===== config.mk =====
export PLATFORM = sky130hd
export DESIGN_NAME = spi_engine
export DESIGN_NICKNAME = d
export VERILOG_FILES = /design/src/rtl/spi_pkg.sv /design/src/rtl/spi_sync.sv /design/src/rtl/spi_clkgen.sv /design/src/rtl/spi_shifter.sv /design/src/rtl/spi_engine.sv
export SDC_FILE = /design/constraint.sdc
export NUM_CORES = 1
export LEC_CHECK = 0
export ABC_AREA = 1
export CAP_MARGIN = 0
export CORE_MARGIN = 2
export CORE_UTILIZATION = 40
export DETAILED_ROUTE_END_ITERATION = 12
export HOLD_SLACK_MARGIN = 0.05
export PLACE_DENSITY = 0.65
export SYNTH_ARGS = -nofsm -noshare
export SYNTH_HDL_FRONTEND = slang
export SYNTH_SLANG_ARGS = --single-unit

===== constraint.sdc =====
create_clock -name clk -period 3.2 [get_ports clk]
set_input_delay 0.64 -clock clk [delete_from_list [all_inputs] [get_ports clk]]
set_output_delay 0.64 -clock clk [all_outputs]
set_load 0.1 [all_outputs]

===== src/rtl/spi_pkg.sv =====
package spi_pkg;

    typedef enum logic [1:0] {
        ST_IDLE,
        ST_M_FIRST,
        ST_M_SECOND,
        ST_S_ACTIVE
    } spi_state_t;

    typedef struct packed {
        logic       boost;
        logic       en;
        logic       lsb_first;
        logic       master;
        logic [1:0] mode;
        logic [1:0] rate;
    } spi_ctrl_t;

endpackage


===== src/rtl/spi_sync.sv =====
module spi_sync #(
    parameter int           W   = 1,
    parameter logic [W-1:0] RST = '0
) (
    input  logic         clk,
    input  logic         rst_n,
    input  logic [W-1:0] d,
    output logic [W-1:0] q
);
    logic [W-1:0] meta_q;

    always_ff @(posedge clk or negedge rst_n) begin
        if (!rst_n) begin
            meta_q <= RST;
            q      <= RST;
        end else begin
            meta_q <= d;
            q      <= meta_q;
        end
    end
endmodule


===== src/rtl/spi_clkgen.sv =====
module spi_clkgen #(
    parameter int CNT_W = 7
) (
    input  logic       clk,
    input  logic       rst_n,
    input  logic       run,
    input  logic [1:0] rate,
    input  logic       boost,
    output logic       tick
);
    logic [2:0]       half_log;
    logic [CNT_W-1:0] half_m1;
    logic [CNT_W-1:0] cnt_q;

    // exponent of the half-period for each rate code, boost lowers it by one
    always_comb begin
        unique case (rate)
            2'd0: half_log = 3'd1;
            2'd1: half_log = 3'd3;
            2'd2: half_log = 3'd5;
            2'd3: half_log = 3'd6;
        endcase
        half_m1 = (CNT_W'(1) << (half_log - 3'(boost))) - CNT_W'(1);
    end

    always_ff @(posedge clk or negedge rst_n) begin
        if (!rst_n)                cnt_q <= '0;
        else if (!run)             cnt_q <= '0;
        else if (cnt_q >= half_m1) cnt_q <= '0;
        else                       cnt_q <= cnt_q + CNT_W'(1);
    end

    assign tick = run && (cnt_q >= half_m1);

    // a half-period longer than one cycle never yields back-to-back ticks
    assert_tick_spacing_R8: assert property (@(posedge clk) disable iff (!rst_n)
        (tick && half_m1 != '0 && $stable(rate) && $stable(boost)) |=> !tick);
endmodule


===== src/rtl/spi_shifter.sv =====
module spi_shifter #(
    parameter int W = 8
) (
    input  logic         clk,
    input  logic         rst_n,
    input  logic         load,
    input  logic [W-1:0] load_val,
    input  logic         lsb_first,
    input  logic         shift,
    input  logic         sample,
    input  logic         din,
    output logic         dout,
    output logic [W-1:0] rx_next
);
    logic [W-1:0] tx_q;
    logic [W-1:0] rx_q;

    always_ff @(posedge clk or negedge rst_n) begin
        if (!rst_n)     tx_q <= '0;
        else if (load)  tx_q <= load_val;
        else if (shift) tx_q <= lsb_first ? (tx_q >> 1) : (tx_q << 1);
    end

    always_comb begin
        rx_next = rx_q;
        if (sample)
            rx_next = lsb_first ? {din, rx_q[W-1:1]} : {rx_q[W-2:0], din};
    end

    always_ff @(posedge clk or negedge rst_n) begin
        if (!rst_n) rx_q <= '0;
        else        rx_q <= rx_next;
    end

    assign dout = lsb_first ? tx_q[0] : tx_q[W-1];
endmodule


===== src/rtl/spi_engine.sv =====
module spi_engine
    import spi_pkg::*;
#(
    parameter int DATA_W = 8,
    parameter int CNT_W  = 7
) (
    input  logic              clk,
    input  logic              rst_n,
    input  logic              reg_wr,
    input  logic              reg_rd,
    input  logic              reg_addr,
    input  logic [DATA_W-1:0] reg_wdata,
    output logic [DATA_W-1:0] reg_rdata,
    output logic              done_flag,
    input  logic              sck_i,
    output logic              sck_o,
    input  logic              mosi_i,
    output logic              mosi_o,
    input  logic              miso_i,
    output logic              miso_o,
    output logic              miso_oe,
    input  logic              ss_n_i
);
    localparam int CW = $clog2(DATA_W);
    localparam logic [CW-1:0] LAST = CW'(DATA_W - 1);

    spi_ctrl_t   ctrl_q;
    spi_state_t  state_q, state_d;
    logic [2:0]  sync_q;
    logic        ss_s, sck_s, mosi_s, sck_prev_q;
    logic        cpol, cpha, is_master, is_slave, mfault;
    logic        wr_ctrl, wr_data, rd_data;
    logic        tick, m_run;
    logic        m_lead, m_trail, s_edge, s_lead, s_trail;
    logic        lead_ev, trail_ev, sample_ev, setup_ev, do_shift, flag_set;
    logic        load_tx, tx_bit, din;
    logic [CW-1:0]     bit_cnt_q, nsamp_q;
    logic              sck_q;
    logic [DATA_W-1:0] rx_next, rx_buf_q;

    // ---------------- input synchronizer (slave side and select) ----------
    spi_sync #(.W(3), .RST(3'b100)) u_sync (
        .clk   (clk),
        .rst_n (rst_n),
        .d     ({ss_n_i, sck_i, mosi_i}),
        .q     (sync_q)
    );
    assign ss_s   = sync_q[2];
    assign sck_s  = sync_q[1];
    assign mosi_s = sync_q[0];

    // ---------------- decode ----------------------------------------------
    assign cpol      = ctrl_q.mode[1];
    assign cpha      = ctrl_q.mode[0];
    assign is_master = ctrl_q.en && ctrl_q.master;
    assign is_slave  = ctrl_q.en && !ctrl_q.master;
    assign mfault    = is_master && !ss_s;
    assign wr_ctrl   = reg_wr && !reg_addr;
    assign wr_data   = reg_wr && reg_addr;
    assign rd_data   = reg_rd && reg_addr;

    // ---------------- master clock divider --------------------------------
    assign m_run = (state_q == ST_M_FIRST) || (state_q == ST_M_SECOND);

    spi_clkgen #(.CNT_W(CNT_W)) u_clkgen (
        .clk   (clk),
        .rst_n (rst_n),
        .run   (m_run),
        .rate  (ctrl_q.rate),
        .boost (ctrl_q.boost),
        .tick  (tick)
    );

    // ---------------- state register ----------------------------------------
    always_ff @(posedge clk or negedge rst_n) begin
        if (!rst_n) state_q <= ST_IDLE;
        else        state_q <= state_d;
    end

    // ---------------- next-state logic ----------------------------------------
    always_comb begin
        state_d = state_q;
        unique case (state_q)
            ST_IDLE: begin
                if (is_master && !mfault && wr_data) state_d = ST_M_FIRST;
                else if (is_slave && !ss_s)         state_d = ST_S_ACTIVE;
            end
            ST_M_FIRST: begin
                if (!is_master || mfault) state_d = ST_IDLE;
                else if (tick)            state_d = ST_M_SECOND;
            end
            ST_M_SECOND: begin
                if (!is_master || mfault) state_d = ST_IDLE;
                else if (tick)            state_d = (bit_cnt_q == LAST) ? ST_IDLE : ST_M_FIRST;
            end
            ST_S_ACTIVE: begin
                if (!is_slave || ss_s) state_d = ST_IDLE;
            end
        endcase
    end

    // ---------------- edge events ---------------------------------------------
    always_comb begin
        m_lead    = (state_q == ST_M_FIRST)  && tick && is_master && !mfault;
        m_trail   = (state_q == ST_M_SECOND) && tick && is_master && !mfault;
        s_edge    = (state_q == ST_S_ACTIVE) && is_slave && !ss_s && (sck_s != sck_prev_q);
        s_lead    = s_edge && (sck_s != cpol);
        s_trail   = s_edge && (sck_s == cpol);
        lead_ev   = m_lead || s_lead;
        trail_ev  = m_trail || s_trail;
        sample_ev = cpha ? trail_ev : lead_ev;
        setup_ev  = cpha ? lead_ev : trail_ev;
        // with late sampling the first bit is already on the line at the first setup edge
        do_shift  = setup_ev && (!cpha || nsamp_q != '0);
        flag_set  = sample_ev && (nsamp_q == LAST);
        load_tx   = wr_data && ((state_q == ST_IDLE) || is_slave);
        din       = is_master ? miso_i : mosi_s;
    end

    spi_shifter #(.W(DATA_W)) u_shift (
        .clk       (clk),
        .rst_n     (rst_n),
        .load      (load_tx),
        .load_val  (reg_wdata),
        .lsb_first (ctrl_q.lsb_first),
        .shift     (do_shift),
        .sample    (sample_ev),
        .din       (din),
        .dout      (tx_bit),
        .rx_next   (rx_next)
    );

    // ---------------- counters, clock and flag ----------------------------------
    always_ff @(posedge clk or negedge rst_n) begin
        if (!rst_n) begin
            bit_cnt_q  <= '0;
            nsamp_q    <= '0;
            sck_q      <= 1'b0;
            sck_prev_q <= 1'b0;
            done_flag  <= 1'b0;
            rx_buf_q   <= '0;
        end else begin
            sck_prev_q <= sck_s;

            if (state_q == ST_IDLE)  bit_cnt_q <= '0;
            else if (m_trail)        bit_cnt_q <= bit_cnt_q + CW'(1);

            if (state_q == ST_IDLE)  nsamp_q <= '0;
            else if (sample_ev)      nsamp_q <= (nsamp_q == LAST) ? '0 : nsamp_q + CW'(1);

            if (m_lead || m_trail)                                  sck_q <= ~sck_q;
            else if (state_q == ST_IDLE || state_q == ST_S_ACTIVE)  sck_q <= cpol;

            if (flag_set) begin
                done_flag <= 1'b1;
                rx_buf_q  <= rx_next;
            end else if (rd_data) begin
                done_flag <= 1'b0;
            end
        end
    end

    // ---------------- control word ------------------------------------------------
    always_ff @(posedge clk or negedge rst_n) begin
        if (!rst_n) begin
            ctrl_q <= '0;
        end else begin
            if (wr_ctrl) ctrl_q <= spi_ctrl_t'(reg_wdata[7:0]);
            if (mfault)  ctrl_q.master <= 1'b0;
        end
    end

    // ---------------- outputs ---------------------------------------------------
    always_comb begin
        sck_o     = sck_q;
        mosi_o    = is_master ? tx_bit : 1'b0;
        miso_oe   = is_slave && !ss_s;
        miso_o    = miso_oe ? tx_bit : 1'b0;
        reg_rdata = reg_addr ? rx_buf_q : DATA_W'(ctrl_q);
    end

    // ---------------- assertions ---------------------------------------------------
    // a low select seen as enabled master drops the master bit next cycle
    assert_fault_drop_R11: assert property (@(posedge clk) disable iff (!rst_n)
        (ctrl_q.en && ctrl_q.master && !ss_s && !wr_ctrl) |=> !ctrl_q.master);

    // an idle engine with an unchanged mode rests SCK at the polarity bit
    assert_sck_rest_R5: assert property (@(posedge clk) disable iff (!rst_n)
        (state_q == ST_IDLE && $past(state_q == ST_IDLE) && $stable(ctrl_q.mode))
        |-> (sck_o == ctrl_q.mode[1]));

    // a disabled engine never raises the flag
    assert_quiet_off_R3: assert property (@(posedge clk) disable iff (!rst_n)
        !ctrl_q.en |=> !$rose(done_flag));

    // select high two cycles back keeps MISO released
    assert_miso_release_R12: assert property (@(posedge clk) disable iff (!rst_n)
        ($past(ss_n_i) && $past(ss_n_i, 2)) |-> !miso_oe);

    // a data read without a new completion leaves the flag clear
    assert_flag_clear_R10: assert property (@(posedge clk) disable iff (!rst_n)
        (rd_data && !flag_set) |=> !done_flag);
endmodule


; Word-level counts from Yosys, hierarchy flattened
; Index checks and enable logic that the tools add are counted.
[op_classes]
n_addsub = 5
magnitude_cmp = 1
n_eq_ne = 15
shifts = 1
mux = 35
bitwise_logic = 1
reduce_logical = 50
[ops]
columns = operator, n
row1 = $mux W8, 6
row2 = $logic_and A1 B1 Y1, 24
row3 = $mux W3, 5
row4 = $mux W2, 7
row5 = $mux W7, 2
row6 = $mux W1, 12
row7 = $pmux W3 S4, 1
row8 = $reduce_bool A2 Y1, 6
row9 = $logic_or A1 B1 Y1, 9
row10 = $eq A2 B2 Y1 const B, 4
row11 = $pmux W2 S4, 1
row12 = $add A7 B1 Y7 const B, 1
row13 = $ge A7 B7 Y1, 1
row14 = $logic_not A1 Y1, 7
row15 = $shl A1 B3 Y7 const A, 1
row16 = $sub A7 B2 Y7 const B, 1
row17 = $add A3 B1 Y3 const B, 2
row18 = $eq A3 B3 Y1 const B, 2
row19 = $ne A3 B3 Y1 const B, 2
row20 = $mux W5, 1
row21 = $eq A2 B1 Y1 const B, 2
row22 = $logic_not A2 Y1, 2
row23 = $reduce_and A4 Y1, 1
row24 = $ne A3 B2 Y1 const B, 1
row25 = 6 further kinds, 7
[totals]
ff_bits = 56
inputBits = 17
word_cells = 126

; Logic depth before layout (Yosys ltp)
; Gate-level depths: netlist of run 1.
[depth]
depth_word = 15
ltp_mapped = 25
mapped_depth_nobuf = 25

; Cells and area by module
; From an unflattened synthesis of run 1, not the netlist that was laid out.
[unflattened]
hier_cells = 432
area_unflattened_um2 = 3334.4
[modules_own_cells]
columns = module, instances, cells_each, area_per_inst_um2, seq_area_each_um2
row1 = spi_engine, 1, 197, 1586.5, 675.6
row2 = spi_shifter, 1, 118, 873.3, 400.4
row3 = spi_clkgen, 1, 111, 721.9, 175.2
row4 = spi_sync, 1, 6, 152.6, 152.6

; Least setup slack after synthesis of run 1
; No wires, ideal clock.
[synth_timing]
kind = reg-to-output
start = register ctrl_q[5] (netlist name)
end = output reg_rdata[5]
arrival_time_ns = 2.974
required_time_ns = 2.560
path_slack_ns = -0.414
path_stages_with_launch = 5
cell_sequence = dfrtp_1 buf_2 clkinv_1 clkbuf_1 o21ai_0
[synth_between]
elab_chain_cells = 1
[synth_rtl]
columns = element, line
row1 = from (decl), spi_engine.sv:27  ; spi_ctrl_t ctrl_q;
row2 = from (signal assigned), spi_engine.sv:168  ; if (wr_ctrl) ctrl_q <= spi_ctrl_t'(reg_wdata[7:0]);
row3 = $mux W8, spi_engine.sv:179  ; reg_rdata = reg_addr ? rx_buf_q : DATA_W'(ctrl_q);
row4 = to (decl), spi_engine.sv:13  ; output logic [DATA_W-1:0] reg_rdata,
; No other way between the ends.

; Worst setup path after layout of run 1
[layout_timing]
start = register ctrl_q[0] (netlist name)
end = register u_shift.rx_q[4]
[layout_between]
elab_chain_cells = 13
[layout_rtl]
columns = element, line
row1 = $eq A2 B2 Y1 (tied with other cells), spi_clkgen.sv:17  ; unique case (rate)
row2 = $pmux W3 S4 *, spi_clkgen.sv:17
row3 = $sub A3 B1 Y3 *, spi_clkgen.sv:23  ; half_m1 = (CNT_W'(1) << (half_log - 3'(boost))) - CNT_W'(1);
row4 = $shl A1 B3 Y7 *, spi_clkgen.sv:23
row5 = $sub A7 B2 Y7 *, spi_clkgen.sv:23
row6 = $ge A7 B7 Y1 *, spi_clkgen.sv:33  ; assign tick = run && (cnt_q >= half_m1);
row7 = $logic_and A1 B1 Y1 *, spi_clkgen.sv:33
row8 = $logic_and A1 B1 Y1 (on tied branches) (3 in series), "spi_engine.sv:104, spi_engine.sv:105"
row9 = $logic_or A1 B1 Y1 (on tied branches), "spi_engine.sv:109, spi_engine.sv:110"
row10 = $mux W1 *, spi_engine.sv:111  ; sample_ev = cpha ? trail_ev : lead_ev;
row11 = $mux W8 *, spi_shifter.sv:26  ; if (sample)
row12 = named net rx_next[4], spi_engine.sv:39  ; logic [DATA_W-1:0] rx_next, rx_buf_q;
row13 = to (signal assigned), spi_shifter.sv:32  ; else rx_q <= rx_next;
row14 = to (decl), spi_shifter.sv:16  ; logic [W-1:0] rx_q;
; Mark *: on every way through the listed nets, which the timed path passes. The rest lies on a longest branch.
; A chain may end at the register's enable or synchronous reset.

==> run_results.csv, run 1 <==
group,metric,value,unit
layout,diodes,0,
detailed_routing,drt-total-wl,7273,µm
setup_path,timing.rr.start,"ctrl_q[0]$_DFFE_PN0P_",
clocking,root_buffer,"clkbuf_8",
setup_path,path_buf_inv,4,
power,leakage,2.144,nW
setup_path,cp-start-kind,"register",
detailed_routing,drtPass1Iterations,4,
clocking,cts_made_buffers,5,
power,p_comb_share,45.3,%
detailed_routing,routedWlPerCell,12.74,µm
flow_run,cap_violations,0,
synth,synth_area_leaders,"dfrtp_1, nand2_1, ha_1, inv_1, nand4_1",
setup_path,end_kind,"register",
layout,syn_to_final_growth,30.11,%
synth,ys.flop_type,"dfrtp_1",
place,postPlaceCellArea,3830,µm²
setup_path,cp.arrival,3.32,ns
clocking,clock-sinks,56,
global_route,overflow,0,
sta,worst_pin_slew,0.5957,ns
sta,setup_viol,0,
global_route,grt_pass1_wl,12530,µm
layout,layout-drive-gt1-share,21.96,%
setup_path,crit_slowest_cell,"dfrtp_1",
synth,ys_async_sr_fraction,100.0,%
setup_path,crit_family,"simple AND/OR/NAND/NOR gates",
synth,ys_seq_area_share,43.59,%
detailed_routing,vias,2756,
synth,yosys-top-cells-count,"nand2_1, dfrtp_1, inv_1, nor2_1, o21ai_0",
layout,fin_util,53.95,%
synth,yosysMostFrequentCell,"nand2_1",
setup_path,ff2ff_path_depth,22,
run_status,outcome,"completed",
layout,final.fill_count,717,
sta,hold_violations,0,
sta,rsz0062_at_grt,"yes",
setup_path,worstPathMaxFanout,8,
detailed_routing,viasPerCell,4.827,
global_route,grt_use_total,17.65,%
clocking,clkTransAtPathRegs,0.11,ns
synth,avgSynthCellArea,7.779,µm²
power,seqPwrFrac,38.5,%
synth,synthCells,414,
sta,post-route-period-util,95.50,%
clocking,cts_max_level,2,
power,p_per_area,625.0,nW/µm²
place,dp_hpwl,5417,µm
synth,synthDominantCellAreaShare,41.96,%
synth,netlist_area,3221,µm²
floorplanning,rows,32,
layout,instances_no_fill,571,
place,place_inst,557,
floorplanning,die_y,93.73,µm
floorplanning,core_area,7767,µm²
clocking,clockBufferDepth,2,
power,p_sw,1.132,mW
global_route,grt_pass1_vias,2684,
floorplanning,dieWidth,93.73,µm
sta,final.min_clock_period,3.056,ns
synth,yosys.area.top_type,"dfrtp_1",
clocking,tritoncts,"built",
place,port_buffers,29,
layout,final_nets,505,
global_route,antenna_found_initial,0,
detailed_routing,first_iter_violations,90,
sta,slew_viol_final,0,
sta,fmax,327.2,MHz
power,clkPwrFrac,16.2,%
setup_path,cpPeakStageDelay,0.40,ns
sta,finalClockSkew,0.01051,ns
detailed_routing,ant_nets,0,
clocking,clock_latency,0.32,ns
setup_path,critPathKind,"reg2reg",
synth,synth-seq-cells,56,
floorplanning,initial_utilization,41.46,%
floorplanning,boundaryPins,30,
min_path,min_path_type,"in2async",
detailed_routing,drc,0,
setup_path,rrSetupSlack,0.14,ns
power,swShare,43.23,%
place,gp_congestion,0.8927,
synth,syn_nets,451,
layout,regArea,1404,µm²
setup_path,r2r_end,"u_shift.rx_q[4]$_DFF_PN0_",
layout,postLayoutCellArea,4190,µm²
synth,synth_edf_count,0,
setup_path,cp_cell_sequence,"nand2_1 -> inv_2 -> ha_4 -> ha_4 -> or2_4 -> nand2_4 -> inv_2 -> nand2_2 -> ha_4 -> xnor2_2 -> o21bai_1 -> ha_1 -> nand2_2 -> inv_2 -> a21oi_4 -> nand2_4 -> nand3_4 -> nand3_4 -> nand2_4 -> buf_6 -> nand2_1 -> nand2_1",
power,p_int,1.487,mW
power,ir_worst_vdd,303.2,µV
synth,yosysWarnings,0,
floorplanning,die_area,8785,µm²
sta,timing.slew.headroom,60.19,%
power,p_total,2.619,mW
setup_path,worstPathRequired,3.47,ns
layout,multi_input_area,1783,µm²
synth,synth.distinct_cells,35,
global_route,grt_max_degree,33,
## worst reg2reg max path, stage by stage, from the launching register on
cell and delay, ns:
dfrtp_1 0.40, nand2_1 0.08, inv_2 0.04, ha_4 0.15, ha_4 0.16, or2_4 0.23, nand2_4 0.09, inv_2 0.04
nand2_2 0.09, ha_4 0.15, xnor2_2 0.07, o21bai_1 0.17, ha_1 0.32, nand2_2 0.10, inv_2 0.05, a21oi_4 0.17
nand2_4 0.09, nand3_4 0.10, nand3_4 0.12, nand2_4 0.14, buf_6 0.14, nand2_1 0.05, nand2_1 0.06
## power by group through the flow
stage	combinational [mW]	sequential, mW	clock (mW)
6_report	1.19	1.01	0.423
2_1_floorplan	0.731	1.02	0
5_1_grt	1.34	1.03	0.463
4_1_cts	1.10	1.00	0.440
3_3_place_gp	1.03	1.01	0
3_5_place_dp	1.05	1.02	0
## how the worst max path moves through the flow
| stage | cells after the start | slack (ns) | end | from |
|---|---|---|---|---|
| after floorplan | 23 | 0.05 | nsamp_q[1]$_DFFE_PN0P_ | ctrl_q[1]$_DFFE_PN0P_ |
| after global placement | 23 | -0.09 | nsamp_q[1]$_DFFE_PN0P_ | ctrl_q[1]$_DFFE_PN0P_ |
| after detailed placement | 23 | -0.22 | u_shift.rx_q[0]$_DFF_PN0_ | ctrl_q[0]$_DFFE_PN0P_ |
| after CTS | 23 | 0.04 | nsamp_q[2]$_DFFE_PN0P_ | ctrl_q[0]$_DFFE_PN0P_ |
| after global routing | 25 | -0.11 | u_shift.rx_q[5]$_DFF_PN0_ | ctrl_q[0]$_DFFE_PN0P_ |
| final | 22 | 0.14 | u_shift.rx_q[4]$_DFF_PN0_ | ctrl_q[0]$_DFFE_PN0P_ |
## kinds of logic after synthesis
| logic type | synth area share, % |
|---|---|
| compound gates | 6.449 |
| xor+xnor | 2.175 |
| fa+ha+maj | 7.770 |
| buf+inv | 7.187 |
| flops | 43.59 |
| mux | 0.3108 |
| simple gates | 32.52 |
## per-stage QoR
stage	hold slack [ns]	TNS, ns	worst slack [ns]
after floorplan	0.3312	0	0.04891
after global placement	0.3393	-1.966	-0.09077
after detailed placement	0.3347	-5.280	-0.2229
after CTS	0.3023	0	0.03543
after global routing	0.3253	-2.458	-0.1086
final	0.2955	0	0.1441
## flip-flops by register name (all words and copies together) (netlist names), 2 cells and up
name / cells
nsamp_q: 3
u_sync.q: 3
rx_buf_q: 8
u_clkgen.cnt_q: 7
u_shift.tx_q: 8
state_q: 2
ctrl_q: 6
bit_cnt_q: 3
u_shift.rx_q: 8
u_sync.meta_q: 3
## layout make-up
| class | instances | share of cell area, % |
|---|---|---|
| multi-input combinational | 303 | 42.55 |
| sequential | 56 | 33.50 |
| clock buffer | 5 | 1.642 |
| tap | 102 | 3.046 |
| timing repair buffer | 59 | 14.54 |
| inverter | 43 | 4.031 |
| clock inverter | 3 | 0.6868 |
## what timing repair did
| action | 4_1_cts | 5_1_grt |
|---|---|---|
| buffers inserted | 2 | 4 |
| gates resized for setup | 20 | 34 |
| hold buffers | 0 | 0 |
| pin swaps | 5 | 25 |
| endpoints found under the setup margin | 31 | 41 |
## routing by layer
metal  track usage (%)  part of all wire (%)
met3             2.889                   2.3
met1             24.62                    48
met4             4.227                  0.73
met5                 0                     0
met2             28.75                    49
## placed cells by master, fill, tap and decap left out, types with 2 or more instances in the layout
cell and instances:
nor3_2 2, inv_1 38, nand2_2 16, a31oi_1 5, dfrtp_1 54, nand3_4 6
ha_4 4, inv_6 2, buf_4 29, clkbuf_8 5, ha_1 16, xnor2_1 3
nand2_4 4, nand4_1 19, nor2_1 24, clkdlybuf4s50_1 15, nand2_1 146, o21ai_0 14
nand3_2 3, a21oi_1 5, o21ai_1 7, buf_12 9, buf_6 5, xor2_1 4
nand3_1 8, inv_8 2, nor2_4 3, nor2_2 2, dfstp_2 2, nor3b_1 2
inv_2 3
Power figures use the tool's default switching activity.
==> run 2, diff against run 1 <==
Settings changed: PLACE_DENSITY 0.65 to 0.63.
Clock period 3.2 ns to 3.15 ns, I/O delays scaled along.
==> run_results.csv, run 2 (synthesis results as in run 1) <==
group,metric,value,unit
clocking,tritoncts,"built",
sta,rsz0062_at_grt,"yes",
place,dp_hpwl,5599,µm
clocking,clkTransAtPathRegs,0.10,ns
clocking,clockBufferDepth,2,
layout,syn_to_final_growth,32.36,%
detailed_routing,met2_length,3873,µm
layout,final_nets,508,
clocking,cts_max_level,2,
setup_path,crit_slowest_cell,"dfrtp_1",
setup_path,cpPeakStageDelay,0.39,ns
sta,setup_viol,0,
floorplanning,core_area,7767,µm²
global_route,grt_use_total,19.28,%
layout,layout-drive-gt1-share,22.88,%
detailed_routing,viasPerCell,4.871,
global_route,grt_pass1_wl,13340,µm
layout,instances_no_fill,574,
place,place_inst,559,
sta,fmax,320.3,MHz
layout,mostFrequentLayoutCell,"nand2_1",
place,port_buffers,29,
layout,final.fill_count,728,
layout,fin_util,54.88,%
floorplanning,die_y,93.73,µm
run_status,outcome,"completed",
floorplanning,rows,32,
detailed_routing,first_iter_violations,146,
layout,diodes,0,
floorplanning,die_area,8785,µm²
layout,regArea,1404,µm²
place,gp_congestion,0.8167,
min_path,min_path_type,"in2async",
setup_path,cp.arrival,3.34,ns
global_route,grt_pass1_vias,2824,
power,p_total,2.686,mW
power,leakage,2.165,nW
place,post-place-ws,-0.3406,ns
detailed_routing,vias,2796,
sta,finalClockSkew,0.006055,ns
layout,multi_input_area,1838,µm²
setup_path,critPathKind,"reg2reg",
sta,hold_ws,0.2872,ns
global_route,grt_max_degree,35,
detailed_routing,wl_met3,206,µm
setup_path,worstPathMaxFanout,4,
power,ir_worst_vdd,359.3,µV
setup_path,worstPathRequired,3.37,ns
clocking,clock_latency,0.32,ns
place,postPlaceCellArea,3835,µm²
sta,hold_violations,0,
layout,final_cell_mix,"nand2_1, dfrtp_1, inv_1, buf_4, nor2_1",
clocking,clock-sinks,56,
setup_path,end_kind,"register",
sta,post-route-period-util,99.12,%
sta,timing.slew.headroom,55.09,%
sta,worst_pin_slew,0.6720,ns
detailed_routing,drt-total-wl,7794,µm
clocking,root_buffer,"clkbuf_8",
sta,setup_ws,0.02771,ns
floorplanning,dieWidth,93.73,µm
global_route,overflow,0,
power,p_per_area,630.1,nW/µm²
sta,final.min_clock_period,3.122,ns
flow_run,cap_violations,0,
setup_path,cp_cell_sequence,"nand2_1 -> inv_2 -> ha_4 -> ha_4 -> or2_4 -> nand2_4 -> nor2_4 -> nand2_2 -> ha_4 -> o21ai_2 -> xor2_1 -> inv_1 -> ha_4 -> nand2_1 -> nor2_1 -> nand2_2 -> nand2_4 -> nand3_4 -> buf_6 -> nand2_4 -> nand2_4 -> buf_6 -> nand4_1 -> nand2_1",
floorplanning,boundaryPins,30,
detailed_routing,drc,0,
floorplanning,initial_utilization,41.46,%
layout,postLayoutCellArea,4263,µm²
detailed_routing,met1_length,3622,µm
clocking,cts_hold_buf,0,
setup_path,cp-start-kind,"register",
layout,top_regs,"rx_buf_q: 8 flops, u_shift.rx_q: 8 flops, u_shift.tx_q: 8 flops",
global_route,antenna_found_initial,0,
detailed_routing,top_layer_used,"met4",
sta,slew_viol_final,0,
detailed_routing,ant_nets,0,
clocking,cts_made_buffers,5,
sta,setup-tns-final,0,ns
detailed_routing,routedWlPerCell,13.58,µm
detailed_routing,drtPass1Iterations,4,
-- run 2: area by class of cell --
type	count	share of cell area, %
inverters	43	3.962
well taps	102	2.994
flip-flops and latches	56	32.93
multi-input cells	303	43.12
clock buffers	8	2.113
repair buffers	62	14.88
-- run 2: worst max-delay path: cells and delay by family, from the launching register on --
family,cells,cell delay (ns)
fa+ha+maj,4,0.75
simple gates,14,1.26
buf+inv,4,0.40
flops,1,0.39
compound gates,1,0.07
xor+xnor,1,0.15
-- run 2: timing repair --
| action | 4_1_cts | 5_1_grt |
|---|---|---|
| setup endpoints to repair | 31 | 35 |
| pin swaps | 18 | 27 |
| setup buffers | 3 | 4 |
| resized for setup | 28 | 35 |
-- run 2: final timing paths --
check | startpoint | to | slack (ns) | cells after the start
worst max-delay path | ctrl_q[0]$_DFFE_PN0P_ | u_shift.tx_q[5]$_DFFE_PN0P_ | 0.03 | 24
worst min-delay path | rst_n | u_shift.rx_q[3]$_DFF_PN0_ | 0.29 | 2
worst max register to register | ctrl_q[0]$_DFFE_PN0P_ | u_shift.tx_q[5]$_DFFE_PN0P_ | 0.03 | 24
worst min register to register | u_sync.meta_q[1]$_DFF_PN0_ | u_sync.q[1]$_DFF_PN0_ | 0.36 | 0
max in group asynchronous | rst_n | u_sync.meta_q[2]$_DFF_PN1_ | 2.46 | 2
min in group clk | u_sync.meta_q[1]$_DFF_PN0_ | u_sync.q[1]$_DFF_PN0_ | 0.36 | 0
-- run 2: per-layer routing --
| layer | vias up | GRT usage [%] |
|---|---|---|
| met1 | 1319 | 26.14 |
| met4 | 0 | 5.797 |
| met3 | 11 | 2.729 |
| met2 | 32 | 32.02 |
| met5 | - | 0 |
| li1 | 1434 | - |
-- run 2: where the power goes --
part / switching, mW / internal, mW
Clock: 0.237 / 0.180
Sequential: 0.145 / 0.879
Combinational: 0.765 / 0.479
